--- src/rtl/tcc_pkg.sv ---
package tcc_pkg;
  localparam logic [1:0] TRIG_OFF  = 2'd0;
  localparam logic [1:0] TRIG_TICK = 2'd1;
  localparam logic [1:0] TRIG_EDGE = 2'd2;

  localparam logic [1:0] CMP_LE    = 2'd0;
  localparam logic [1:0] CMP_GE    = 2'd1;
  localparam logic [1:0] CMP_RANGE = 2'd2;

  // strobes from the control half to the datapath half
  typedef struct packed {
    logic fire;     // a compare is requested this cycle
    logic gateOff;  // counting must pause this cycle
  } ctlStrobe_t;
endpackage

--- src/rtl/tcc_ctrl.sv ---
module tcc_ctrl
  import tcc_pkg::*;
#(
  parameter int SYNC_STAGES = 2,
  parameter int PRESC_SEL_W = 2
) (
  input  logic                   clk,
  input  logic                   rstN,
  input  logic [1:0]             trigMode,
  input  logic [PRESC_SEL_W-1:0] prescSel,
  input  logic                   trigPol,
  input  logic                   gateEn,
  input  logic                   trigIn,
  output ctlStrobe_t             ctl
);
  localparam int PRESC_W = (2 ** PRESC_SEL_W) - 1;

  logic [SYNC_STAGES-1:0] syncQ;
  logic                   prevQ;
  logic                   syncd;
  logic [PRESC_W-1:0]     pcQ;
  logic [PRESC_W-1:0]     tickMask;
  logic                   tick;
  logic                   edgeSeen;
  logic                   tickMode;

  assign syncd    = syncQ[SYNC_STAGES-1];
  assign tickMode = (trigMode == TRIG_TICK);

  always_ff @(posedge clk or negedge rstN) begin
    if (!rstN) begin
      syncQ <= '0;
      prevQ <= 1'b0;
    end else begin
      syncQ <= {syncQ[SYNC_STAGES-2:0], trigIn};
      prevQ <= syncd;
    end
  end

  // free-running divider, held at zero outside tick mode
  always_ff @(posedge clk or negedge rstN) begin
    if (!rstN)         pcQ <= '0;
    else if (tickMode) pcQ <= pcQ + 1'b1;
    else               pcQ <= '0;
  end

  always_comb begin
    tickMask = PRESC_W'((32'd1 << prescSel) - 32'd1);
    tick     = ((pcQ & tickMask) == tickMask);
    edgeSeen = trigPol ? (prevQ & ~syncd) : (~prevQ & syncd);
    ctl.fire    = (tickMode & tick) | ((trigMode == TRIG_EDGE) & edgeSeen);
    ctl.gateOff = gateEn & (syncd ^ trigPol);
  end


  presc_restart_chk: assert property (@(posedge clk) disable iff (!rstN)
    !tickMode |=> (pcQ == '0));


  edge_fire_chk: assert property (@(posedge clk) disable iff (!rstN)
    (trigMode == TRIG_EDGE && ctl.fire) |-> (syncd != $past(syncd)));
endmodule

--- src/rtl/tcc_datapath.sv ---
module tcc_datapath
  import tcc_pkg::*;
#(
  parameter int CNT_W = 16
) (
  input  logic             clk,
  input  logic             rstN,
  input  ctlStrobe_t       ctl,
  input  logic [1:0]       cmpMode,
  input  logic [CNT_W-1:0] count,
  input  logic [CNT_W-1:0] top,
  input  logic             flagClr,
  output logic             clearStrobe,
  output logic             matchFlag
);
  localparam int HALF = CNT_W / 2;

  logic [CNT_W-1:0] winHi;
  logic [CNT_W-1:0] winLo;
  logic             hit;
  logic             doClear;

  assign winHi = CNT_W'(top[CNT_W-1:HALF]);
  assign winLo = CNT_W'(top[HALF-1:0]);

  always_comb begin
    unique case (cmpMode)
      CMP_LE:    hit = (count <= top);
      CMP_GE:    hit = (count >= top);
      CMP_RANGE: hit = (count >= winLo) && (count <= winHi);
      default:   hit = 1'b0;
    endcase
    doClear = ctl.fire & hit;
  end

  always_ff @(posedge clk or negedge rstN) begin
    if (!rstN) begin
      clearStrobe <= 1'b0;
      matchFlag   <= 1'b0;
    end else begin
      clearStrobe <= doClear;
      matchFlag   <= doClear | (matchFlag & ~flagClr);
    end
  end


  strobe_flag_chk: assert property (@(posedge clk) disable iff (!rstN)
    clearStrobe |-> matchFlag);


  flag_hold_chk: assert property (@(posedge clk) disable iff (!rstN)
    ($past(matchFlag) && !$past(flagClr)) |-> matchFlag);


  strobe_cause_chk: assert property (@(posedge clk) disable iff (!rstN)
    clearStrobe |-> $past(ctl.fire));


  range_bound_chk: assert property (@(posedge clk) disable iff (!rstN)
    (clearStrobe && $past(cmpMode) == CMP_RANGE) |->
      ($past(count) >= $past(winLo) && $past(count) <= $past(winHi)));
endmodule

--- src/rtl/tcc_unit.sv ---
module tcc_unit
  import tcc_pkg::*;
#(
  parameter int CNT_W       = 16,
  parameter int SYNC_STAGES = 2,
  parameter int PRESC_SEL_W = 2
) (
  input  logic                   clk,
  input  logic                   rstN,
  input  logic [1:0]             trigMode,
  input  logic [PRESC_SEL_W-1:0] prescSel,
  input  logic [1:0]             cmpMode,
  input  logic                   trigPol,
  input  logic                   gateEn,
  input  logic                   trigIn,
  input  logic [CNT_W-1:0]       count,
  input  logic [CNT_W-1:0]       top,
  input  logic                   flagClr,
  output logic                   clearStrobe,
  output logic                   matchFlag,
  output logic                   countGate
);
  ctlStrobe_t ctl;

  tcc_ctrl #(.SYNC_STAGES(SYNC_STAGES), .PRESC_SEL_W(PRESC_SEL_W)) u_ctrl (
    .clk(clk), .rstN(rstN), .trigMode(trigMode), .prescSel(prescSel),
    .trigPol(trigPol), .gateEn(gateEn), .trigIn(trigIn), .ctl(ctl)
  );

  tcc_datapath #(.CNT_W(CNT_W)) u_dp (
    .clk(clk), .rstN(rstN), .ctl(ctl), .cmpMode(cmpMode), .count(count),
    .top(top), .flagClr(flagClr), .clearStrobe(clearStrobe), .matchFlag(matchFlag)
  );

  assign countGate = ~ctl.gateOff;


  off_quiet_chk: assert property (@(posedge clk) disable iff (!rstN)
    ($past(trigMode) == TRIG_OFF) |-> !clearStrobe);


  gate_idle_chk: assert property (@(posedge clk) disable iff (!rstN)
    !gateEn |-> countGate);
endmodule

--- config.mk ---
export PLATFORM = sky130hd
export DESIGN_NAME = tcc_unit
export DESIGN_NICKNAME = d
export VERILOG_FILES = /design/src/rtl/tcc_pkg.sv /design/src/rtl/tcc_ctrl.sv /design/src/rtl/tcc_datapath.sv /design/src/rtl/tcc_unit.sv
export SDC_FILE = /design/constraint.sdc
export NUM_CORES = 1
export LEC_CHECK = 0
export BUFFER_PORTS_ARGS = -buffer_cell sky130_fd_sc_hd__buf_2
export CORE_MARGIN = 2
export CORE_UTILIZATION = 35
export CTS_CLUSTER_SIZE = 30
export DETAILED_ROUTE_END_ITERATION = 6
export GPL_TIMING_DRIVEN = 1
export PLACE_DENSITY = 0.67
export SLEW_MARGIN = 10
export SYNTH_ARGS = -nofsm -noshare
export SYNTH_HDL_FRONTEND = slang
export SYNTH_HIERARCHICAL = 1
export SYNTH_SLANG_ARGS = --single-unit
--- constraint.sdc ---
create_clock -name clk -period 1.8 [get_ports clk]
set_clock_uncertainty 0.05 [all_clocks]
set_input_delay 0.09 -clock clk [delete_from_list [all_inputs] [get_ports clk]]
set_output_delay 0.09 -clock clk [all_outputs]
set_load 0.02 [all_outputs]
# Word level (Yosys, flattened, before mapping)
# Index checks and enable logic that the tools add are counted.
[word_totals] register_bits=8 inputBits=44 out_inout_bits=3 wordCells=37
[classes] addsub=2 order_cmp=4 eq_ne=5 n_shift=1 mux=3 bitwise=15 n_reduce_logical=2
[op_table] operator="$ge 16x16->1" count=1
[op_table] operator="$ge 16x8->1" count=1
[op_table] operator="$le 16x16->1" count=1
[op_table] operator="$le 16x8->1" count=1
[op_table] operator="$and 1x1->1" count=7
[op_table] operator="$eq 2x1->1 const B" count=2
[op_table] operator="$eq 2x2->1 const B" count=2
[op_table] operator="$not 1->1" count=4
[op_table] operator="$add 3x1->3 const B" count=1
[op_table] operator="$and 3x3->3" count=1
[op_table] operator="$eq 3x3->1" count=1
[op_table] operator="$mux 3" count=1
[op_table] operator="$pmux 1 s3" count=1
[op_table] operator="$shl 1x2->3 const A" count=1
[op_table] operator="$sub 3x1->3 const B" count=1
[op_table] operator="$logic_not 2->1" count=1
[op_table] operator="$or 1x1->1" count=2
[op_table] operator="$logic_and 1x1->1" count=1
[op_table] operator="$mux 1" count=1
[op_table] operator="$xor 1x1->1" count=1

# Logic depth before layout (Yosys ltp)
# Gate-level depths: netlist of the first run.
[logic_depth] depth_word=8 ltp_mapped=8 ltp_nobuf=8

# Hierarchy
# The synthesis of the first run kept the hierarchy.
[modules_own_cells] module="tcc_datapath" instances=1 cells_per_inst=100 area_per_inst_um2=749.5 seq_area_each_um2=50.0
[modules_own_cells] module="tcc_ctrl" instances=1 cells_per_inst=24 area_per_inst_um2=285.3 seq_area_each_um2=150.1
[modules_own_cells] module="tcc_unit" instances=1 cells_per_inst=1 area_per_inst_um2=3.8 seq_area_each_um2=0.0

# Worst setup path before layout of the first run
# Ideal clock, no wire load.
[synth_timing] path_type="input-to-reg" from="in count[0]" to="reg u_dp.matchFlag" setup_ns=0.131 arrival_time_ns=1.372 t_required_ns=1.619 slack_ns=0.247 path_stages=8 path_buffers=0 cell_sequence="inv_1 > ha_1 > nand2b_4 > a2111o_1 > nand3_1 > nand4bb_1 > a32oi_2 > o22ai_1"
[synth_via] elab_chain_cells=5 word_cells_on_any_way=8 cone_classes="order compare (4); mux (1); bitwise (2); reduce/logical (1)"
[synth_rtl] item="start: declaration" line_no="tcc_unit.sv:16" rtl="input logic [CNT_W-1:0] count,"
[synth_rtl] item="$ge 16x8->1 / $le 16x8->1 (equally long branches)" line_no="tcc_datapath.sv:30" rtl="CMP_RANGE: hit = (count >= winLo) && (count <= winHi);"
[synth_rtl] item="$logic_and 1x1->1" line_no="tcc_datapath.sv:30"
[synth_rtl] item="$pmux 1 s3 *" line_no="tcc_datapath.sv:27" rtl="unique case (cmpMode)"
[synth_rtl] item="$and 1x1->1 *" line_no="tcc_datapath.sv:33" rtl="doClear = ctl.fire & hit;"
[synth_rtl] item="$or 1x1->1 *" line_no="tcc_datapath.sv:42" rtl="matchFlag <= doClear | (matchFlag & ~flagClr);"
[synth_rtl] item="end signal: assignment" line_no="tcc_datapath.sv:42"
[synth_rtl] item="end: declaration" line_no="tcc_datapath.sv:14" rtl="output logic matchFlag"
# Every way passes the cells marked *; elsewhere a longest branch is shown, timed or not.

# Worst setup path after layout of the first run
# Same ends and word-level chain as after synthesis.

==> flow_summary.yaml, run 1 <==
status:
  status: "finished clean"
layout:
  final_cell_area_um2: 1360
  area.sequential_um2: 200.2
  fillers: 292
  multi_input_area_um2: 759.5
  postLayoutCoreUtil_pct: 48.90
  area_growth_pct: 30.96
  final_nets: 248
  n_antenna_cell: 0
  drive_above_1_share_pct: 31.64
power_and_ir_drop:
  vdd_drop_max_mv: 0.3852
  leakage_uw: 0.0007492
  power.density_nw_per_um2: 424.1
  total_power_uw: 576.8
yosys:
  synth_cells: 125
  synth_edf_count: 0
  syn_area_um2: 1038
  synth_ff_type: "dfrtp_1"
  syn_avg_cell_area_um2: 8.308
  async_flop_share_pct: 100.0
  synth_common_cells: "ha_1, inv_1, a21oi_1"
  synth_seq_cells: 8
  synth_nets: 194
  synth_area_leader_cell: "ha_1"
  yosysMostFrequentCell: "ha_1"
  synth_seq_area_share_pct: 19.28
  yosysUniqueCellTypes: 33
  synth.top_cell.area_share_pct: 30.12
  ys.warnings.count: 6
  ys_top_cells_by_area: "ha_1, dfrtp_1, inv_1"
global_route:
  grtUsageTotal_pct: 15.92
  grt_pass1_vias: 1090
  antenna_found_initial: 0
  grt_max_degree: 9
  overflow: 0
  grt_pass1_wl_um: 4284
setup_path:
  worst_setup_path_start_kind: "input port"
  path_max_fanout: 2
  end_kind: "register"
  crit_arrival_ns: 1.55
  rr_worst_depth: 5
  r2r_slack_ns: 0.59
  worstSetupStartpoint: "count[0]"
  worstSetupPathType: "in -> reg"
  crit_required_ns: 1.88
  timing.rr.start: "u_ctrl/pcQ[2]$_DFF_PN0_"
  reg2reg_to: "u_dp/matchFlag$_DFF_PN0_"
  critPathCapture: "u_dp/matchFlag$_DFF_PN0_"
clock_network:
  clkTransAtPathRegs_ns: 0.05
  cts_hold_buf: 3
  insertion_delay_ns: 0.26
  cts_buffers: 3
  cts_buffer_depth: 2
  postCtsSetupBuffers: 0
  h-tree-depth: 1
  cts_tree: "done"
  root_buffer: "clkbuf_4"
  cts.repair.resized: 0
  clock-sinks: 8
worst_hold_path:
  min_path_type: "in -> reg"
sta:
  period_needed_ns: 1.469
  finalCritPeriodShare_pct: 81.62
  setup_slack_ns: 0.3308
  slew_viol_final: 0
  setup_violations: 0
  slew_headroom_pct: 71.65
  finalHoldViolCount: 0
  rsz0062_at_grt: "no"
  tightest_slew_ns: 0.4214
  fmax_ghz: 0.6806
  finalSetupTns_ns: 0
routing:
  initialDrtViolationCount: 22
  post_drt_wl_per_cell_um: 11.47
  ant_nets: 0
  drcViolationCount: 0
  wl_um: 2385
  num_vias: 1070
  dr.pass1.iters: 4
  avgViaCountPerCell: 5.144
place:
  pre_cts_slack_ns: 0.06422
  finalWeightedCongestion: 0.7954
  dpl_cell_area_um2: 1308
  port_buffers: 46
  place_hpwl_um: 2162
floorplan:
  io_pins: 47
  start_util_pct: 37.34
  coreArea_um2: 2781
  die_w_um: 58.47
  die_area_um2: 3419
  die_h_um: 58.47
  row_count: 19
job:
  max_cap_violations: 0
==> metal layers <==
| metal | track usage, % | vias to the layer above | wire [µm] | part of all wire, % |
|---|---|---|---|---|
| met5 | 0 | - | 0 | 0 |
| met4 | 5.980 | 0 | 29 | 1.2 |
| met3 | 1.319 | 3 | 161 | 6.8 |
| met2 | 29.05 | 30 | 1178 | 49 |
| met1 | 19.24 | 485 | 1015 | 43 |
| li1 | - | 552 | - | - |
==> cells in the final DEF, fill, tap and decap left out, drive strengths merged, types with 2 or more instances in the layout <==
cell type    instances
a21oi               12
buf                 46
clkbuf               3
dfrtp                8
dlygate4sd3          3
ha                  25
inv                 21
nand2                9
nand2b               3
nand4                5
nor2                10
nor2b                2
nor3                 2
nor4                 2
o211ai               2
o21a                 2
o21ai                5
o22ai                3
==> area by class of cell <==
class,instances,area share (%)
multi-input combinational,96,55.84
tap,31,2.852
sequential,8,14.72
inverter,21,5.796
clock buffer,3,1.656
timing repair buffer,49,19.14
==> logic make-up (layout without fill, tap and decap cells) <==
kind of cell	count (synthesis)	in the layout	synth area share, %
buffers and inverters	21	73	7.591
DFF	8	8	19.28
adders and majority gates	25	25	30.12
and+or+nand+nor	39	39	21.93
AOI/OAI and AO/OA	30	30	19.40
xor gates and xnor gates	2	2	1.687
==> worst min path at each step <==
| stage | startpoint | endpoint | slack (ns) | cells after the start |
|---|---|---|---|---|
| after CTS | trigMode[0] | u_ctrl/pcQ[2]$_DFF_PN0_ | 0.05 | 3 |
| after floorplan | rstN | u_ctrl/pcQ[0]$_DFF_PN0_ | -0.26 | 0 |
| final | trigMode[0] | u_ctrl/pcQ[2]$_DFF_PN0_ | 0.07 | 3 |
| after detailed placement | rstN | u_ctrl/pcQ[0]$_DFF_PN0_ | -0.11 | 1 |
| after global placement | rstN | u_ctrl/pcQ[0]$_DFF_PN0_ | -0.12 | 1 |
| after global routing | trigMode[0] | u_ctrl/pcQ[2]$_DFF_PN0_ | 0.07 | 3 |
==> flip-flops by register name, summed over array words and instances, names as in the netlist <==
register and count:
u_ctrl/pcQ 3, u_ctrl/syncQ 2, u_ctrl/prevQ 1, u_dp/clearStrobe 1
u_dp/matchFlag 1
==> critical path, stage by stage <==
cell	delay [ns]
buf_2	0.08
inv_1	0.04
ha_1	0.29
nand2b_4	0.14
a2111o_1	0.42
nand3_1	0.08
nand4bb_1	0.11
a32oi_2	0.18
o22ai_1	0.12
==> where the power goes <==
part	internal (µW)	switching [µW]	leakage (µW)
Sequential	187	4.56	0.000103
Combinational	120	124	0.000632
Clock	76.5	64.7	0.0000138
==> stage by stage <==
stage               cells  hold slack, ns
global route          208         0.07165
detailed placement    202         -0.1076
CTS                   208         0.05385
global placement      202         -0.1151
finish                208         0.06626
floorplan             125         -0.2556
Note: power is estimated with default switching activity, not from simulation.
==> run 2, diff against run 1 <==
--- a/config.mk
+++ b/config.mk
@@ -11,7 +11,7 @@
 export CTS_CLUSTER_SIZE = 30
 export DETAILED_ROUTE_END_ITERATION = 6
 export GPL_TIMING_DRIVEN = 1
-export PLACE_DENSITY = 0.67
+export PLACE_DENSITY = 0.69
 export SLEW_MARGIN = 10
 export SYNTH_ARGS = -nofsm -noshare
 export SYNTH_HDL_FRONTEND = slang
==> constraint.sdc (replaced) <==
create_clock -name clk -period 1.34 [get_ports clk]
set_clock_uncertainty 0.05 [all_clocks]
set_input_delay 0.067 -clock clk [delete_from_list [all_inputs] [get_ports clk]]
set_output_delay 0.067 -clock clk [all_outputs]
set_load 0.02 [all_outputs]
==> run 2 against run 1 <==
  * The run now ends with negative setup slack left
  * Sequential share of layout area shrank 3.6 points
  * Worst setup slack lost 0.36 ns
  * Worst hold slack lost 0.018 ns
  * Die area is the same
  * Critical path depth is the same
  * Clock-buffer cell count is the same
  * Routed wire length grew 34%
  * Non-clock buffer count grew 22
  * Combinational power grew 100%
==> flow_summary.yaml, run 2 (synthesis results as in run 1) <==
clock_network:
  root_buffer: "clkbuf_4"
  cts_tree: "done"
  insertion_delay_ns: 0.25
  cts_buffer_depth: 2
  h-tree-depth: 1
  cts_buffers: 3
  clock-sinks: 8
  clkTransAtPathRegs_ns: 0.05
setup_path:
  worst_setup_path_start_kind: "input port"
  critPathSlowestCell: "a2111o_1"
  critPathBufInv: 2
  cpLargestDelayFamily: "compound AO/OA/AOI/OAI gates"
  end_kind: "register"
  path_max_fanout: 2
  r2r_slack_ns: 0.16
  crit_chain: "buf_8 -> inv_12 -> ha_4 -> nand2b_4 -> a2111o_1 -> nand3_2 -> nand4bb_1 -> a32oi_2 -> o22ai_1"
  reg2reg_to: "u_dp/matchFlag$_DFF_PN0_"
  max_stage_delay_ns: 0.44
  crit_required_ns: 1.41
  crit_arrival_ns: 1.44
  timing.rr.start: "u_ctrl/syncQ[1]$_DFF_PN0_"
  rr_worst_depth: 5
  worstSetupPathType: "in -> reg"
floorplan:
  die_area_um2: 3419
  die_h_um: 58.47
  coreArea_um2: 2781
  row_count: 19
  start_util_pct: 37.34
  io_pins: 47
  die_w_um: 58.47
worst_hold_path:
  hp-start: "trigMode[0]"
  hold_depth: 3
  min_path_type: "in -> reg"
  min_to: "u_ctrl/pcQ[1]$_DFF_PN0_"
routing:
  initialDrtViolationCount: 19
  post_drt_wl_per_cell_um: 13.92
  num_vias: 1175
  wl_um: 3202
  ant_nets: 0
  drcViolationCount: 0
  avgViaCountPerCell: 5.109
  dr.pass1.iters: 4
status:
  status: "complete, but fails checks"
  violations: "negative setup slack"
sta:
  setup_slack_ns: -0.02786
  setup_violations: 1
  finalHoldViolCount: 0
  finalCritPeriodShare_pct: 102.1
  rsz0062_at_grt: "yes"
  tightest_slew_ns: 0.3664
  fmax_ghz: 0.7311
  slew_viol_final: 0
  holdWs_ns: 0.04794
  period_needed_ns: 1.368
  slew_headroom_pct: 75.35
global_route:
  grtUsageTotal_pct: 17.61
  grt_pass1_wl_um: 4836
  overflow: 0
  grt_pass1_vias: 1209
  antenna_found_initial: 0
  grt_max_degree: 9
job:
  max_cap_violations: 0
layout:
  final_common_cell: "buf_2"
  top_regs: "u_ctrl/pcQ: 3 flops, u_ctrl/syncQ: 2 flops"
  area_growth_pct: 73.37
  regMostFlops: "u_ctrl/pcQ"
  drive_above_1_share_pct: 50.75
  n_antenna_cell: 0
  final_nets: 270
  final_cell_mix: "buf_2, buf_4, inv_1"
  largest_reg_flops: 3
power_and_ir_drop:
  leakage_uw: 0.0008777
  power.density_nw_per_um2: 518.8
  vdd_drop_max_mv: 0.6266
place:
  pre_cts_slack_ns: -0.3263
  finalWeightedCongestion: 0.7578
  place_hpwl_um: 2507
  port_buffers: 46
-- run 2: repair_timing --
action                                 4_1_cts  5_1_grt
gates cloned                                 0        0
setup buffers                                1        2
hold buffers                                 3        0
endpoints found under the hold margin       10        0
resized for setup                            3       37
setup endpoints to repair                    2        3
pin swaps                                    1       17
-- run 2: worst min-delay path, cell delays in order --
cell,delay [ns]
buf_2,0.12
nand2b_4,0.08
nor2_1,0.04
-- run 2: power by group --
group	switching, µW	leakage (µW)	internal, µW	total [µW]
registers	6.14	0.000103	251	258
clock network	75.7	0.0000138	102	178
logic	227	0.000760	272	499
-- run 2: worst max-delay path by stage --
stage | from | to | slack [ns] | depth (start not counted)
after CTS | top[15] | u_dp/matchFlag$_DFF_PN0_ | 0.004 | 9
after floorplan | count[0] | u_dp/matchFlag$_DFF_PN0_ | -0.07 | 8
final | count[0] | u_dp/matchFlag$_DFF_PN0_ | -0.03 | 9
after global routing | count[0] | u_dp/matchFlag$_DFF_PN0_ | -0.07 | 9
after global placement | count[0] | u_dp/matchFlag$_DFF_PN0_ | -0.30 | 9
after detailed placement | count[0] | u_dp/matchFlag$_DFF_PN0_ | -0.33 | 9
-- run 2: area by class of cell --
cell class | count | area (µm²)
tap | 31 | 38.79
multi-input combinational | 96 | 950.9
inverter | 21 | 96.34
timing repair buffer | 71 | 491.7
fill | 218 | 980.9
clock buffer | 3 | 22.52
sequential | 8 | 200.2
-- run 2: routing by layer --
metal  GRT usage (%)  share of wire (%)  up-vias  wire length [µm]
li1                -                  -      597                 -
met1           20.57                 40      542              1276
met2           34.99                 54       34              1737
met3           1.099                5.1        2               162
met4           2.990               0.84        0                27
met5               0                  0        -                 0
-- run 2: metrics by stage --
step | area [µm²] | cells | total power, µW | TNS, ns | util, %
floorplan | 1076 | 125 | 465.7 | -0.1147 | -
detailed placement | 1488 | 221 | 649.1 | -0.6402 | 53.49
global placement | 1488 | 221 | 629.9 | -0.5745 | 53.49
CTS | 1562 | 228 | 852.0 | 0 | 56.14
global route | 1800 | 230 | 1007 | -0.1163 | 64.73
finish | 1800 | 230 | 934.1 | -0.02786 | 64.73
